===== src/rtl/t1_fdl_pkg.sv =====
package t1_fdl_pkg;
  localparam int unsigned BYTE_W = 8;
  localparam int unsigned D4_W   = 6;
  localparam int unsigned ADDR_W = 2;

  typedef enum logic [ADDR_W-1:0] {
    A_TXD  = 2'd0,
    A_RXD  = 2'd1,
    A_STAT = 2'd2,
    A_MASK = 2'd3
  } reg_addr_e;
endpackage


===== src/rtl/t1_fdl_tx.sv =====
module t1_fdl_tx #(
  parameter int unsigned BYTE_W = 8,
  parameter int unsigned D4_W   = 6
) (
  input  logic              clk_i,
  input  logic              rst_ni,
  input  logic              d4_mode_i,
  input  logic              slot_i,
  input  logic [BYTE_W-1:0] hold_i,
  output logic              bit_o
);
  localparam int unsigned CNT_W = $clog2(BYTE_W);

  logic [CNT_W-1:0]  cnt_q;
  logic [CNT_W-1:0]  last;
  logic [BYTE_W-1:0] sr_q;

  assign last  = d4_mode_i ? CNT_W'(D4_W - 1) : CNT_W'(BYTE_W - 1);
  // bit 0 comes straight from the holding register; the rest from the snapshot
  assign bit_o = (cnt_q == '0) ? hold_i[0] : sr_q[0];

  always_ff @(posedge clk_i or negedge rst_ni) begin
    if (!rst_ni) begin
      cnt_q <= '0;
      sr_q  <= '0;
    end else if (slot_i) begin
      cnt_q <= (cnt_q >= last) ? '0 : cnt_q + 1'b1;
      sr_q  <= (cnt_q == '0) ? (hold_i >> 1) : (sr_q >> 1);
    end
  end
endmodule


===== src/rtl/t1_fdl_rx.sv =====
module t1_fdl_rx #(
  parameter int unsigned BYTE_W = 8,
  parameter int unsigned D4_W   = 6
) (
  input  logic              clk_i,
  input  logic              rst_ni,
  input  logic              d4_mode_i,
  input  logic              slot_i,
  input  logic              bit_i,
  input  logic              sync_i,
  output logic              done_o,
  output logic [BYTE_W-1:0] data_o
);
  localparam int unsigned CNT_W = $clog2(BYTE_W);

  logic [CNT_W-1:0]  cnt_q, pos, last;
  logic [BYTE_W-1:0] acc_q, acc_d, keep;
  logic [BYTE_W-1:0] data_q;

  assign last   = d4_mode_i ? CNT_W'(D4_W - 1) : CNT_W'(BYTE_W - 1);
  assign pos    = sync_i ? '0 : cnt_q;
  assign done_o = slot_i && (pos >= last);

  for (genvar i = 0; i < BYTE_W; i++) begin : g_keep
    assign keep[i] = !d4_mode_i || (i < D4_W);
  end

  always_comb begin
    acc_d      = (pos == '0) ? '0 : acc_q;
    acc_d[pos] = bit_i;
  end

  always_ff @(posedge clk_i or negedge rst_ni) begin
    if (!rst_ni) begin
      cnt_q  <= '0;
      acc_q  <= '0;
      data_q <= '0;
    end else if (slot_i) begin
      acc_q <= acc_d;
      cnt_q <= done_o ? '0 : pos + 1'b1;
      if (done_o) data_q <= acc_d & keep;
    end
  end

  assign data_o = data_q;
endmodule


===== src/rtl/t1_fdl_regs.sv =====
module t1_fdl_regs
  import t1_fdl_pkg::*;
#(
  parameter int unsigned BYTE_W = 8
) (
  input  logic              clk_i,
  input  logic              rst_ni,
  input  logic              wr_i,
  input  logic              rd_i,
  input  logic [ADDR_W-1:0] addr_i,
  input  logic [BYTE_W-1:0] wdata_i,
  input  logic              rx_done_i,
  input  logic [BYTE_W-1:0] rx_data_i,
  output logic [BYTE_W-1:0] hold_o,
  output logic [BYTE_W-1:0] rdata_o,
  output logic              full_o,
  output logic              irq_no
);
  logic [BYTE_W-1:0] hold_q;
  logic              full_q, mask_q, clr;

  assign clr = (rd_i && addr_i == A_STAT) || (wr_i && addr_i == A_STAT && wdata_i[0]);

  always_ff @(posedge clk_i or negedge rst_ni) begin
    if (!rst_ni) begin
      hold_q <= '0;
      full_q <= 1'b0;
      mask_q <= 1'b0;
    end else begin
      if (wr_i && addr_i == A_TXD)  hold_q <= wdata_i;
      if (wr_i && addr_i == A_MASK) mask_q <= wdata_i[0];
      if (rx_done_i)                full_q <= 1'b1;  // set beats clear
      else if (clr)                 full_q <= 1'b0;
    end
  end

  always_comb begin
    unique case (addr_i)
      A_TXD:   rdata_o = hold_q;
      A_RXD:   rdata_o = rx_data_i;
      A_STAT:  rdata_o = {{(BYTE_W-1){1'b0}}, full_q};
      default: rdata_o = {{(BYTE_W-1){1'b0}}, mask_q};
    endcase
  end

  assign hold_o = hold_q;
  assign full_o = full_q;
  assign irq_no = ~(full_q & mask_q);
endmodule


===== src/rtl/t1_fdl_buf.sv =====
module t1_fdl_buf
  import t1_fdl_pkg::*;
#(
  parameter int unsigned BYTE_W = t1_fdl_pkg::BYTE_W,
  parameter int unsigned D4_W   = t1_fdl_pkg::D4_W
) (
  input  logic              clk_i,
  input  logic              rst_ni,
  input  logic              d4_mode_i,
  input  logic              tx_slot_i,
  output logic              tx_bit_o,
  input  logic              rx_slot_i,
  input  logic              rx_bit_i,
  input  logic              rx_sync_i,
  input  logic              reg_wr_i,
  input  logic              reg_rd_i,
  input  logic [ADDR_W-1:0] reg_addr_i,
  input  logic [BYTE_W-1:0] reg_wdata_i,
  output logic [BYTE_W-1:0] reg_rdata_o,
  output logic              irq_no
);
  logic [BYTE_W-1:0] hold, rx_data;
  logic              rx_done, full;

  t1_fdl_tx #(.BYTE_W(BYTE_W), .D4_W(D4_W)) u_tx (
    .clk_i, .rst_ni, .d4_mode_i,
    .slot_i (tx_slot_i),
    .hold_i (hold),
    .bit_o  (tx_bit_o)
  );

  t1_fdl_rx #(.BYTE_W(BYTE_W), .D4_W(D4_W)) u_rx (
    .clk_i, .rst_ni, .d4_mode_i,
    .slot_i (rx_slot_i),
    .bit_i  (rx_bit_i),
    .sync_i (rx_sync_i),
    .done_o (rx_done),
    .data_o (rx_data)
  );

  t1_fdl_regs #(.BYTE_W(BYTE_W)) u_regs (
    .clk_i, .rst_ni,
    .wr_i      (reg_wr_i),
    .rd_i      (reg_rd_i),
    .addr_i    (reg_addr_i),
    .wdata_i   (reg_wdata_i),
    .rx_done_i (rx_done),
    .rx_data_i (rx_data),
    .hold_o    (hold),
    .rdata_o   (reg_rdata_o),
    .full_o    (full),
    .irq_no    (irq_no)
  );
endmodule


===== config.mk =====
export PLATFORM = sky130hd
export DESIGN_NAME = t1_fdl_buf
export DESIGN_NICKNAME = d
export VERILOG_FILES = /design/src/rtl/t1_fdl_pkg.sv /design/src/rtl/t1_fdl_tx.sv /design/src/rtl/t1_fdl_rx.sv /design/src/rtl/t1_fdl_regs.sv /design/src/rtl/t1_fdl_buf.sv
export SDC_FILE = /design/constraint.sdc
export NUM_CORES = 1
export LEC_CHECK = 0
export BUFFER_PORTS_ARGS = -buffer_cell sky130_fd_sc_hd__buf_2
export CAP_MARGIN = 20
export CORE_UTILIZATION = 40
export DETAILED_ROUTE_END_ITERATION = 8
export HOLD_SLACK_MARGIN = 0.05
export PLACE_DENSITY_LB_ADDON = 0.2
export SKIP_LAST_GASP = 1
export SYNTH_ARGS = -nofsm -noshare
export SYNTH_HDL_FRONTEND = slang
export SYNTH_HIERARCHICAL = 1
export SYNTH_SLANG_ARGS = --single-unit

===== constraint.sdc =====
create_clock -name clk_i -period 5 [get_ports clk_i]
set_input_delay 0.25 -clock clk_i [delete_from_list [all_inputs] [get_ports clk_i]]
set_output_delay 0.25 -clock clk_i [all_outputs]
set_load 0.005 [all_outputs]

# == Word-level counts from Yosys, hierarchy flattened ==
# Cells that the tools add are included.
# Widths: inputs -> output; s select.
# totals
register_bits,40
latch_bits,0
ramBits,0
mem_bits_ro,0
in_bits,19
output_inout_bits,10
word_cells,47
mem_count,0
# classes
addsub,2
n_mul,0
div_mod_pow,0
order_cmp,4
n_eq_ne,3
n_shift,0
mux,13
bitwise,3
reduce_logical,14
# op_table
operator,count
$pmux 8 s3,1
$mux 3,3
$and 8x8->8,1
$bwmux 8,1
$mux 8,1
$logic_and 1x1->1,7
$mux 7,1
$add 3x1->3 const B,2
$ge 3x3->1,2
$logic_not 3->1,2
$eq 2x2->1 const B,2
$lt 3x4->1 const B,1
$mux 1,4
$demux 1 s3,1
$ge 3x1->1 const B,1
$eq 2x1->1 const B,1
$logic_not 2->1,1
$mux 2,1
$reduce_and 2->1,1
$reduce_bool 2->1,1
$and 1x1->1,1
$logic_not 1->1,1
$logic_or 1x1->1,1
$not 1->1,1

# == Depth between registers and ports, before layout ==
# Gate-level depths: netlist of run 1.
# depth
word_depth,7
mapped_depth,8
depth_no_buf,7

# == By module ==
# Netlist of run 1, hierarchy kept.
# by_module_without_submodules
module,instances,cells_per_inst,area_per_inst_um2,seq_area_each_um2
t1_fdl_rx,1,103,1103.6,450.4
t1_fdl_tx,1,57,608.1,250.2
t1_fdl_regs,1,42,546.8,250.2

# == Worst setup path after synthesis of run 1 ==
# No wires, ideal clock.
# synth_timing
path_kind,reg2reg
startpoint,register u_rx.cnt_q[1]
endpoint,register u_rx.acc_q[1]
setup_time_ns,0.122
t_arrival_ns,1.470
t_required_ns,4.878
setup_slack_ns,3.409
path_stages_with_launch,9
n_path_buf,2
synth_period_minus_slack_ns,1.591
path_cell_list,dfrtp_1 buf_6 and2b_1 inv_1 ha_1 and2_4 buf_6 o21ai_0 a32o_1
# synth_between
elab_chain_cells,6
word_cells_on_any_way,9
cone_classes,2 x order compare; 5 x mux; 2 x reduce/logical
# synth_rtl
item,line_no,rtl
start: declaration,t1_fdl_rx.sv:16,"logic [CNT_W-1:0] cnt_q, pos, last;"
start signal: assignment,t1_fdl_rx.sv:40,cnt_q <= done_o ? '0 : pos + 1'b1;
$mux 3 (*),t1_fdl_rx.sv:21,assign pos = sync_i ? '0 : cnt_q;
$lt 3x4->1 (implied by the code) or $ge 3x1->1 (tied branches),t1_fdl_rx.sv:30,acc_d[pos] = bit_i;
$logic_and 1x1->1 (implied by the code),t1_fdl_rx.sv:30,
$mux 1 (implied by the code),t1_fdl_rx.sv:30,
$demux 1 s3,n/a,
$bwmux 8 (*),t1_fdl_rx.sv:30,
end signal: assignment,t1_fdl_rx.sv:36,acc_q <= '0;
end signal: assignment,t1_fdl_rx.sv:39,acc_q <= acc_d;
end: declaration,t1_fdl_rx.sv:17,"logic [BYTE_W-1:0] acc_q, acc_d, keep;"
# Mark *: on every way between the ends. The rest lies on a longest branch, timed or not.
# A chain may end at the register's enable or synchronous reset.

# == Final worst setup path of run 1 ==
# layout_timing
startpoint,register u_tx.cnt_q[0]
endpoint,output port tx_bit_o
# layout_between
elab_chain_cells,2
# layout_rtl
item,line_no,rtl
start: declaration,t1_fdl_tx.sv:14,logic [CNT_W-1:0] cnt_q;
start signal: assignment,t1_fdl_tx.sv:27,cnt_q <= (cnt_q >= last) ? '0 : cnt_q + 1'b1;
$logic_not 3->1,t1_fdl_tx.sv:20,assign bit_o = (cnt_q == '0) ? hold_i[0] : sr_q[0];
$mux 1,t1_fdl_tx.sv:20,
end: declaration,t1_fdl_buf.sv:11,"output logic tx_bit_o,"
# No other way between the ends.

==> metrics.txt, run 1 <==
outcome=complete, no violations; first-pass GRT wire length=slightly above 7000 um; TritonCTS Sinks=38; Placed Cells=between 200 and 300; YS warnings=6; Starting DRT DRC Count=83; post-synthesis adder-cell area fraction=2.77%; simple-gate share of the synthesized area=19.6%; post-synthesis compound-gate area fraction=around 18%; max-cap violation count=0; ant diodes=0; non-filler instance count after layout=292; vias in the first global route=1458; Tightest Pin Transition=around 0.86 ns; CTS resizes=0; RSZ-0062 raised after global routing=false; Worst slew margin=42.6%; drt pass-1 iters=4; Post-Syn Nets=around 230; grt total ovfl=0; sequential-to-total area share from yosys stat=between 40% and 50%; clk slew on worst S/H paths=around 0.070 ns; largest family of logic cells by synthesized area=simple AND/OR/NAND/NOR gates; Critical Path RT=4.75 ns; Final Hold Fails=0; root buffer cell=clkbuf_8; Routed Wire Length=4410 um; remaining antenna violation count after routing=0; Cell Area, Synth=~2300 sq um; fillcell total=511; leakage=0.00109 uW; Max Buffers Root-to-Sink=2; Post-CTS Hold Buffers=0; # setup viols final=0; Area Overhead vs Synth=8.42%; post-synthesis mux area share=10.3%; Fin Clk Skew=about 0.0070 ns; Post-CTS Setup Inserts=0; Placer Congestion=0.788; dpl ws=3.19 ns; die area=5950 sq um; fraction of layout cells with a size suffix above 1=29.7%; Worst Hold Class=in -> async; worst-path fanout max=8; CTS HTree Levels=2; Startpoint Class=flip-flop; Initial Utilization=42.9%; pin count of the biggest net entering global routing=39; cts bufs inserted=5; post-synthesis area per instance=around 11 sq um; Yosys reg bits=38; die height=around 77 um; io pins=29; grt peak-use layer=met2; Global Route Usage Sum=roughly 16%; port buffer count=28; final cycle utilization of the critical path=41.1%; Final WS setup=roughly 3 ns; DP HPWL=roughly 3100 um; # DRC=0; Via Count=around 1600; Min Clock Period, post-route=2.06 ns; Synth cell types=50; antenna violations before repair=0; CP endpoint kind=output port; crit path DAT=~1.8 ns; row cnt=26; fin. max-slew vios=0; met1 usage=~20%; total chip power=approximately 960 uW; Final nets=roughly 250; Max VDD drop=~0.15 mV; post-synthesis xor/xnor area fraction=less than 1%; worst setup path class=reg -> out; CTS tree=built; setup tns final=0 ns; met2 Use GR=between 20% and 30%; routed len/inst=roughly 15 um; Die W=77.1 um; CORE AREA=5270 sq um; PD cells=392 nW/um^2; Vias/cell=5.34; Post-Synthesis Cells=202; maximum clock rate=0.486 GHz; met3 Usage GRT=between 3 and 4%; clock insertion delay at the later pin of the skew report=about 0.28 ns
==> cell usage after synthesis, drive strengths merged <==
cell     instances  area [sq um]
a21oi            6          30.0
and2             1          8.76
o21ai           15          90.1
a211o            1          17.5
dfrtp           38           951
nor2b            3          33.8
ha               5          62.6
mux2i            9          90.1
o41ai            1          16.3
a32o             6          60.1
xnor2            1          8.76
o211ai           6          45.0
nand3b           2          15.0
and2b            1          7.51
and4bb           2          28.8
mux4             1          26.3
a22oi            5          37.5
a21bo            1          10.0
a21o             1          7.51
o22a             1          8.76
nor4b            3          71.3
nor3b            1          18.8
and3             1          6.26
a31oi            2          12.5
nor2             8          30.0
a22o             1          8.76
nor3             1          5.00
a31o             1          8.76
inv              8          30.0
nand2           20          77.6
nand2b           9          63.8
mux2            10           116
o31ai            2          15.0
clkbuf           2          7.51
nand3            3          15.0
o311ai           1          16.3
nand4b           6          52.6
or3b             1          8.76
buf             14           121
o2bb2ai          2          17.5
==> critical path: stages, from the launching register on <==
cell     delay [ns]
dfrtp_1        0.39
inv_1          0.10
ha_1           0.29
nor2b_4        0.31
mux2_4         0.32
buf_2          0.12
==> cell usage in the layout (no fill, tap or decap), types with 2 or more instances in the layout <==
master | synthesis | final
o21ai_0 | 8 | 8
clkbuf_8 | 0 | 6
mux2i_1 | 9 | 9
nor2_1 | 8 | 8
nor4b_4 | 3 | 3
nand2_1 | 19 | 19
o211ai_1 | 6 | 6
buf_2 | 4 | 28
a31oi_1 | 2 | 2
inv_1 | 7 | 7
dfrtp_1 | 38 | 38
nand3b_1 | 2 | 2
ha_1 | 5 | 5
o31ai_1 | 2 | 2
o21ai_2 | 4 | 4
nand3_1 | 3 | 3
nor2b_4 | 2 | 2
a32o_1 | 6 | 6
nand4b_1 | 6 | 6
o2bb2ai_1 | 2 | 2
nand2b_1 | 8 | 8
a21oi_1 | 6 | 6
a22oi_1 | 5 | 5
mux2_2 | 9 | 9
o21ai_1 | 3 | 3
==> layout make-up <==
class	count	area [sq um]	area share, %
clock buffer	7	86.3	3.53
tap	70	87.6	3.58
sequential	38	951	38.8
clock inverter	1	5.00	0.204
inverter	8	30.0	1.23
multi-input combinational	140	1150	46.9
timing repair buffer	28	140	5.72
==> through the flow <==
stage,util [%],area (sq um),hold WS (ns)
after CTS,46.5,2450,0.106
final,46.5,2450,0.0775
after global placement,44.7,2360,0.421
after detailed placement,44.7,2360,0.417
after floorplan,-,2260,-0.0456
after global routing,46.5,2450,0.154
==> state kept, by name, indices dropped and copies added, names as in the netlist <==
register       cells
u_regs/full_o      1
u_regs/hold_o      8
u_regs/mask_q      1
u_rx/acc_q         7
u_rx/cnt_q         3
u_rx/data_o        8
u_tx/cnt_q         3
u_tx/sr_q          7
==> path summary, 6_finish.rpt <==
check,startpoint,end,slack [ns],cells after the start
max,u_tx/cnt_q[0]$_DFFE_PN0P_,tx_bit_o,2.94,5
min in group clk_i,reg_wdata_i[6],u_regs/hold_o[6]$_DFFE_PN0P_,0.19,2
max in group asynchronous,rst_ni,u_rx/data_o[3]$_DFFE_PN0P_,4.38,1
min,rst_ni,u_rx/cnt_q[2]$_DFFE_PN0P_,0.08,1
min reg2reg,u_rx/data_o[4]$_DFFE_PN0P_,u_rx/data_o[4]$_DFFE_PN0P_,0.49,2
max reg2reg,u_rx/cnt_q[1]$_DFFE_PN0P_,u_rx/acc_q[0]$_DFFE_PN0P_,3.13,6
==> per-layer routing <==
layer  wire length (um)  vias up
met4                 45        0
li1                   -      772
met3                163        5
met1               2160      751
met5                  0        -
met2               2040       32
==> cells by family (layout without fill, tap and decap cells) <==
| kind of cell | Yosys count | after routing |
|---|---|---|
| flops | 38 | 38 |
| fa+ha+maj | 5 | 5 |
| simple gates | 62 | 62 |
| compound gates | 52 | 52 |
| mux | 20 | 20 |
| buf+inv | 24 | 44 |
| xor+xnor | 1 | 1 |
==> report_power, final <==
part	total (uW)	internal (uW)	switching, uW	leakage [uW]
registers	464	381	83.4	0.000490
logic	280	150	129	0.000557
clock network	215	111	103	0.0000482
total	959	643	316	0.00109
Note: power is estimated with default switching activity, not from simulation.
==> run 2: changes to the inputs <==
==> constraint.sdc (replaced) <==
create_clock -name clk_i -period 2.1 [get_ports clk_i]
set_input_delay 0.105 -clock clk_i [delete_from_list [all_inputs] [get_ports clk_i]]
set_output_delay 0.105 -clock clk_i [all_outputs]
set_load 0.005 [all_outputs]
==> metrics.txt, run 2 (synthesis gave the netlist of run 1 again) <==
CTS HTree Levels=2 (unchanged); Die W=77.1 um (unchanged); multi-input logic area=1150 sq um (unchanged); DP HPWL=3180 um (was 3110 um); Max VDD drop=0.325 mV (was 0.146 mV); fillcell total=509 (was 511); # DRC=0 (unchanged); Starting DRT DRC Count=79 (was 83); clock insertion delay at the later pin of the skew report=0.29 ns (was 0.28 ns); Final nets=258 (was 245); ant diodes=0 (unchanged); Util after Layout=48.8% (was 46.5%); Vias/cell=5.36 (was 5.34); die height=77.1 um (unchanged); Final WS setup=0.284 ns (was 2.94 ns); worst-path fanout max=8 (unchanged); port buffer count=28 (unchanged); dpl ws=0.487 ns (was 3.19 ns); Min Clock Period, post-route=approximately 1.8 ns; Placer Congestion=0.804 (was 0.788); row cnt=26 (unchanged); maximum clock rate=between 0.5 and 0.6 GHz; CORE AREA=5270 sq um (unchanged); cts bufs inserted=5 (unchanged); first-pass GRT wire length=7870 um (was 7180 um); Post-CTS Setup Inserts=0 (unchanged); max-cap violation count=0 (unchanged); fin. max-slew vios=0 (unchanged); pin count of the biggest net entering global routing=39 (unchanged); Startpoint Class=flip-flop (unchanged); final instance area=2570 sq um (was 2450 sq um); outcome=complete, no violations (unchanged); Via Count=1634 (was 1560); drt pass-1 iters=4 (unchanged); TritonCTS Sinks=38 (unchanged); Register Area=951 sq um (unchanged); Global Route Usage Sum=17.0% (was 15.5%); leakage=0.00115 uW (was 0.00109 uW); clk slew on worst S/H paths=0.07 ns (about the same); commonest non-fill, non-tap cell in the layout=dfrtp_1 (unchanged); RSZ-0062 raised after global routing=false (unchanged); PD cells=916 nW/um^2 (was 392 nW/um^2); non-filler instance count after layout=305 (was 292); Placed Cells=289 (was 284); Routed Wire Length=4560 um (was 4410 um); Fin Clk Skew=0.00623 ns (was 0.00705 ns); remaining antenna violation count after routing=0 (unchanged); most frequent cells in the layout=dfrtp_1, buf_2, nand2_1 (unchanged); CTS tree=built (unchanged); worst setup path class=reg -> out (unchanged); Worst Hold Class=in -> reg (was in -> async); Initial Utilization=42.9% (unchanged); CTS resizes=0 (unchanged); CP endpoint kind=output port (unchanged); antenna violations before repair=0 (unchanged); # setup viols final=0 (unchanged); root buffer cell=clkbuf_8 (unchanged); Critical Path RT=2.00 ns (was 4.75 ns); Worst slew margin=42.0% (was 42.6%); setup tns final=0 ns (unchanged); die area=5950 sq um (unchanged); vias in the first global route=1578 (was 1458); final cycle utilization of the critical path=approximately 86%; Max Buffers Root-to-Sink=2 (unchanged); crit path DAT=1.71 ns (was 1.81 ns); io pins=29 (unchanged); Placed Instance Area=2390 sq um (was 2360 sq um); Area Overhead vs Synth=13.8% (was 8.42%); grt total ovfl=0 (unchanged); Tightest Pin Transition=0.870 ns (was 0.861 ns); fraction of layout cells with a size suffix above 1=30.6% (was 29.7%); routed len/inst=14.9 um (was 15.1 um); Final Hold Fails=0 (unchanged)
run 2: cell types whose count changed in the layout (fill, tap and decap cells not counted):
cell           change
dlygate4sd3_1      +8
clkbuf_1           -1
clkinvlp_4         +1
buf_4              +5
run 2: worst max-delay path: stages, from the launching register on:
cell and delay (ns):
dfrtp_1 0.40, inv_1 0.09, ha_1 0.20, nor2b_4 0.28, mux2_4 0.32, buf_2 0.12
run 2: area by class of cell:
class                   instances  share of cell area (%)
inverters                       8                    1.17
clock inverters                 2                   0.487
multi-input cells             140                    44.7
flip-flops and latches         38                    37.0
well taps                      70                    3.41
clock buffers                   6                    3.21
repair buffers                 41                    10.0
run 2: path summary, 6_finish.rpt:
kind	from	endpoint	slack (ns)	cells after the start
max	u_tx/cnt_q[0]$_DFFE_PN0P_	tx_bit_o	0.28	5
min	reg_wdata_i[0]	u_regs/hold_o[0]$_DFFE_PN0P_	0.09	2
max reg2reg	u_rx/cnt_q[1]$_DFFE_PN0P_	u_rx/acc_q[1]$_DFFE_PN0P_	0.46	6
min reg2reg	u_rx/data_o[7]$_DFFE_PN0P_	u_rx/data_o[7]$_DFFE_PN0P_	0.50	2
max in group asynchronous	rst_ni	u_tx/cnt_q[1]$_DFFE_PN0P_	1.09	2
min in group asynchronous	rst_ni	u_rx/cnt_q[1]$_DFFE_PN0P_	0.46	2
run 2: where the power goes:
group / total (uW) / switching (uW) / leakage [uW] / internal (uW)
logic: 787 / 385 / 0.000615 / 403
registers: 1040 / 130 / 0.000490 / 908
clock network: 529 / 265 / 0.0000472 / 264
total: 2350 / 779 / 0.00115 / 1570
run 2: layer usage:
metal / GRT usage (%) / share of wire, % / vias up
met5: 0 / 0 / -
met4: 5.66 / 1.3 / 0
met3: 4.05 / 3.9 / 7
met2: 26.7 / 46 / 33
met1: 22.9 / 49 / 791
li1: - / - / 803
run 2: through the flow:
step | hold slack [ns] | power (uW)
after global routing | 0.0809 | 2520
after CTS | 0.0759 | 2390
after global placement | 0.284 | 1830
after detailed placement | 0.284 | 1830
final | 0.0893 | 2350
after floorplan | -0.191 | 1660
run 2: timing repair:
item | CTS | global route
hold buffers | 8 | 0
hold endpoints to repair | 45 | 0
setup endpoints to repair | 0 | 0
==> run 3: changes to the inputs <==
==> constraint.sdc (replaced) <==
create_clock -name clk_i -period 1.7 [get_ports clk_i]
set_input_delay 0.085 -clock clk_i [delete_from_list [all_inputs] [get_ports clk_i]]
set_output_delay 0.085 -clock clk_i [all_outputs]
set_load 0.005 [all_outputs]
==> metrics.txt, run 3 (synthesis gave the netlist of run 1 again) <==
cts bufs inserted=5 (unchanged); Tightest Pin Transition=0.483 ns (was 0.870 ns); vias in the first global route=1600 (was 1578); clk slew on worst S/H paths=0.07 ns (about the same); R2R setup slack=0.12 ns (was 0.46 ns); Final nets=264 (was 258); row cnt=26 (unchanged); worst setup path class=reg -> out (unchanged); Hold Crit Start=d4_mode_i (was reg_wdata_i[0]); Area Overhead vs Synth=17.5% (was 13.8%); DP HPWL=3410 um (was 3180 um); drt pass-1 iters=4 (unchanged); Final WS setup=0.103 ns (was 0.284 ns); Die W=77.1 um (unchanged); CP endpoint kind=output port (unchanged); Initial Utilization=42.9% (unchanged); commonest non-fill, non-tap cell in the layout=dfrtp_1 (unchanged); Min Clock Period, post-route=roughly 1.6 ns; Cell Chain, Critical Path=inv_2 > ha_4 > nor2b_4 > mux2_4 > buf_2 (was inv_1 > ha_1 > nor2b_4 > mux2_4 > buf_2); worst-path fanout max=3 (was 8); dpl ws=0.158 ns (was 0.487 ns); ant diodes=0 (unchanged); outcome=complete, no violations (unchanged); routed len/inst=15.8 um (was 14.9 um); fin. max-slew vios=0 (unchanged); Worst slew margin=67.7% (was 42.0%); RSZ-0062 raised after global routing=false (unchanged); hold endpoint=u_rx/data_o[6]$_DFFE_PN0P_ (was u_regs/hold_o[0]$_DFFE_PN0P_); total chip power=3090 uW (was 2350 uW); antenna violations before repair=0 (unchanged); io pins=29 (unchanged); die area=5950 sq um (unchanged); crit path DAT=1.51 ns (was 1.71 ns); Crit-path slowest cell=dfrtp_1 (unchanged); Final Hold Fails=0 (unchanged); # setup viols final=0 (unchanged); maximum clock rate=0.626 GHz; leakage=0.00119 uW (was 0.00115 uW); port buffer count=28 (unchanged); most frequent cells in the layout=dfrtp_1, buf_2, nand2_1 (unchanged); Min-Delay Path Depth=2 (unchanged); Worst Hold Class=in -> reg (unchanged); pin count of the biggest net entering global routing=27 (was 39); max-cap violation count=0 (unchanged); Max VDD drop=0.445 mV (was 0.325 mV); CTS tree=built (unchanged); Fin Clk Skew=0.00780 ns (was 0.00623 ns); Starting DRT DRC Count=73 (was 79); Vias/cell=5.43 (was 5.36); # DRC=0 (unchanged); grt total ovfl=0 (unchanged); PD cells=1170 nW/um^2 (was 916 nW/um^2); first-pass GRT wire length=8290 um (was 7870 um); Startpoint Class=flip-flop (unchanged); CTS HTree Levels=2 (unchanged); fraction of layout cells with a size suffix above 1=32.0% (was 30.6%); Max Buffers Root-to-Sink=2 (unchanged); TritonCTS Sinks=38 (unchanged); Via Count=1690 (was 1634); root buffer cell=clkbuf_8 (unchanged); Placer Congestion=0.811 (was 0.804); clock insertion delay at the later pin of the skew report=0.29 ns (about the same); final cycle utilization of the critical path=a little over nine tenths; Critical Path RT=1.62 ns (was 2.00 ns); path depth of the worst reg2reg path=6 (unchanged); Routed Wire Length=4900 um (was 4560 um); remaining antenna violation count after routing=0 (unchanged); Largest stage delay, worst path=0.41 ns (was 0.40 ns); setup tns final=0 ns (unchanged); CORE AREA=5270 sq um (unchanged); die height=77.1 um (unchanged); Global Route Usage Sum=17.8% (was 17.0%); reg-to-reg startpoint=u_rx/cnt_q[1]$_DFFE_PN0P_ (unchanged); RR Endpoint=u_rx/acc_q[0]$_DFFE_PN0P_ (was u_rx/acc_q[1]$_DFFE_PN0P_)
==> run 3: cell types whose count changed in the layout (fill, tap and decap cells not counted), sizes merged <==
cell / delta
buf: +5
bufinv: +1
clkbuf: +1
clkinv: -1
clkinvlp: -1
dlygate4sd3: +1
==> run 3: how the worst max path moves through the flow <==
stage                                          from                         to  slack (ns)  cells past startpoint
after floorplan           u_rx/cnt_q[1]$_DFFE_PN0P_  u_rx/acc_q[1]$_DFFE_PN0P_        0.11                      8
after global placement    u_rx/cnt_q[1]$_DFFE_PN0P_  u_rx/acc_q[0]$_DFFE_PN0P_        0.16                      6
after detailed placement  u_rx/cnt_q[1]$_DFFE_PN0P_  u_rx/acc_q[0]$_DFFE_PN0P_        0.16                      6
after CTS                 u_tx/cnt_q[0]$_DFFE_PN0P_                   tx_bit_o       0.007                      5
after global routing      u_tx/cnt_q[0]$_DFFE_PN0P_                   tx_bit_o        0.03                      5
final                     u_tx/cnt_q[0]$_DFFE_PN0P_                   tx_bit_o        0.10                      5
==> run 3: cell type report <==
type | instances | area (sq um)
Fill cell | 510 | 2620
Multi-Input combinational cell | 140 | 1160
Sequential cell | 38 | 951
Timing Repair Buffer | 47 | 318
Tap cell | 70 | 87.6
Clock buffer | 7 | 76.3
Clock inverter | 1 | 30.0
Inverter | 8 | 30.0
==> run 3: repair_timing <==
item / in CTS / in global routing
resized for setup: 0 / 3
endpoints found under the hold margin: 25 / 1
hold buffers: 8 / 1
endpoints found under the setup margin: 0 / 1
setup buffers: 0 / 2
==> run 3: power breakdown <==
group	total [uW]	internal [uW]	switching (uW)	leakage, uW
clock network	758	439	319	0.0000524
logic	1010	537	476	0.000647
registers	1320	1120	200	0.000490
total	3090	2100	995	0.00119
==> run 3: per-stage QoR <==
stage | instances | instance area, sq um | hold WS [ns] | utilization, %
after floorplan | 202 | 2260 | -0.211 | -
after global placement | 292 | 2430 | 0.0615 | 46.1
after detailed placement | 292 | 2430 | 0.0641 | 46.1
after CTS | 308 | 2620 | 0.0577 | 49.6
after global routing | 311 | 2650 | 0.0718 | 50.4
final | 311 | 2650 | 0.0820 | 50.4
==> run 3: worst max-delay path, delay by kind of cell (launching register included) <==
family | cells | cell delay, ns
DFF | 1 | 0.41
muxes | 1 | 0.30
adders and majority gates | 1 | 0.14
and+or+nand+nor | 1 | 0.16
buffers and inverters | 2 | 0.22
==> run 3: metal layers <==
| layer | wire (um) | share of wire, % | track usage [%] |
|---|---|---|---|
| met3 | 229 | 4.7 | 4.05 |
| met2 | 2140 | 44 | 26.5 |
| met5 | 0 | 0 | 0 |
| met1 | 2480 | 51 | 25.5 |
| met4 | 53 | 1.1 | 5.28 |
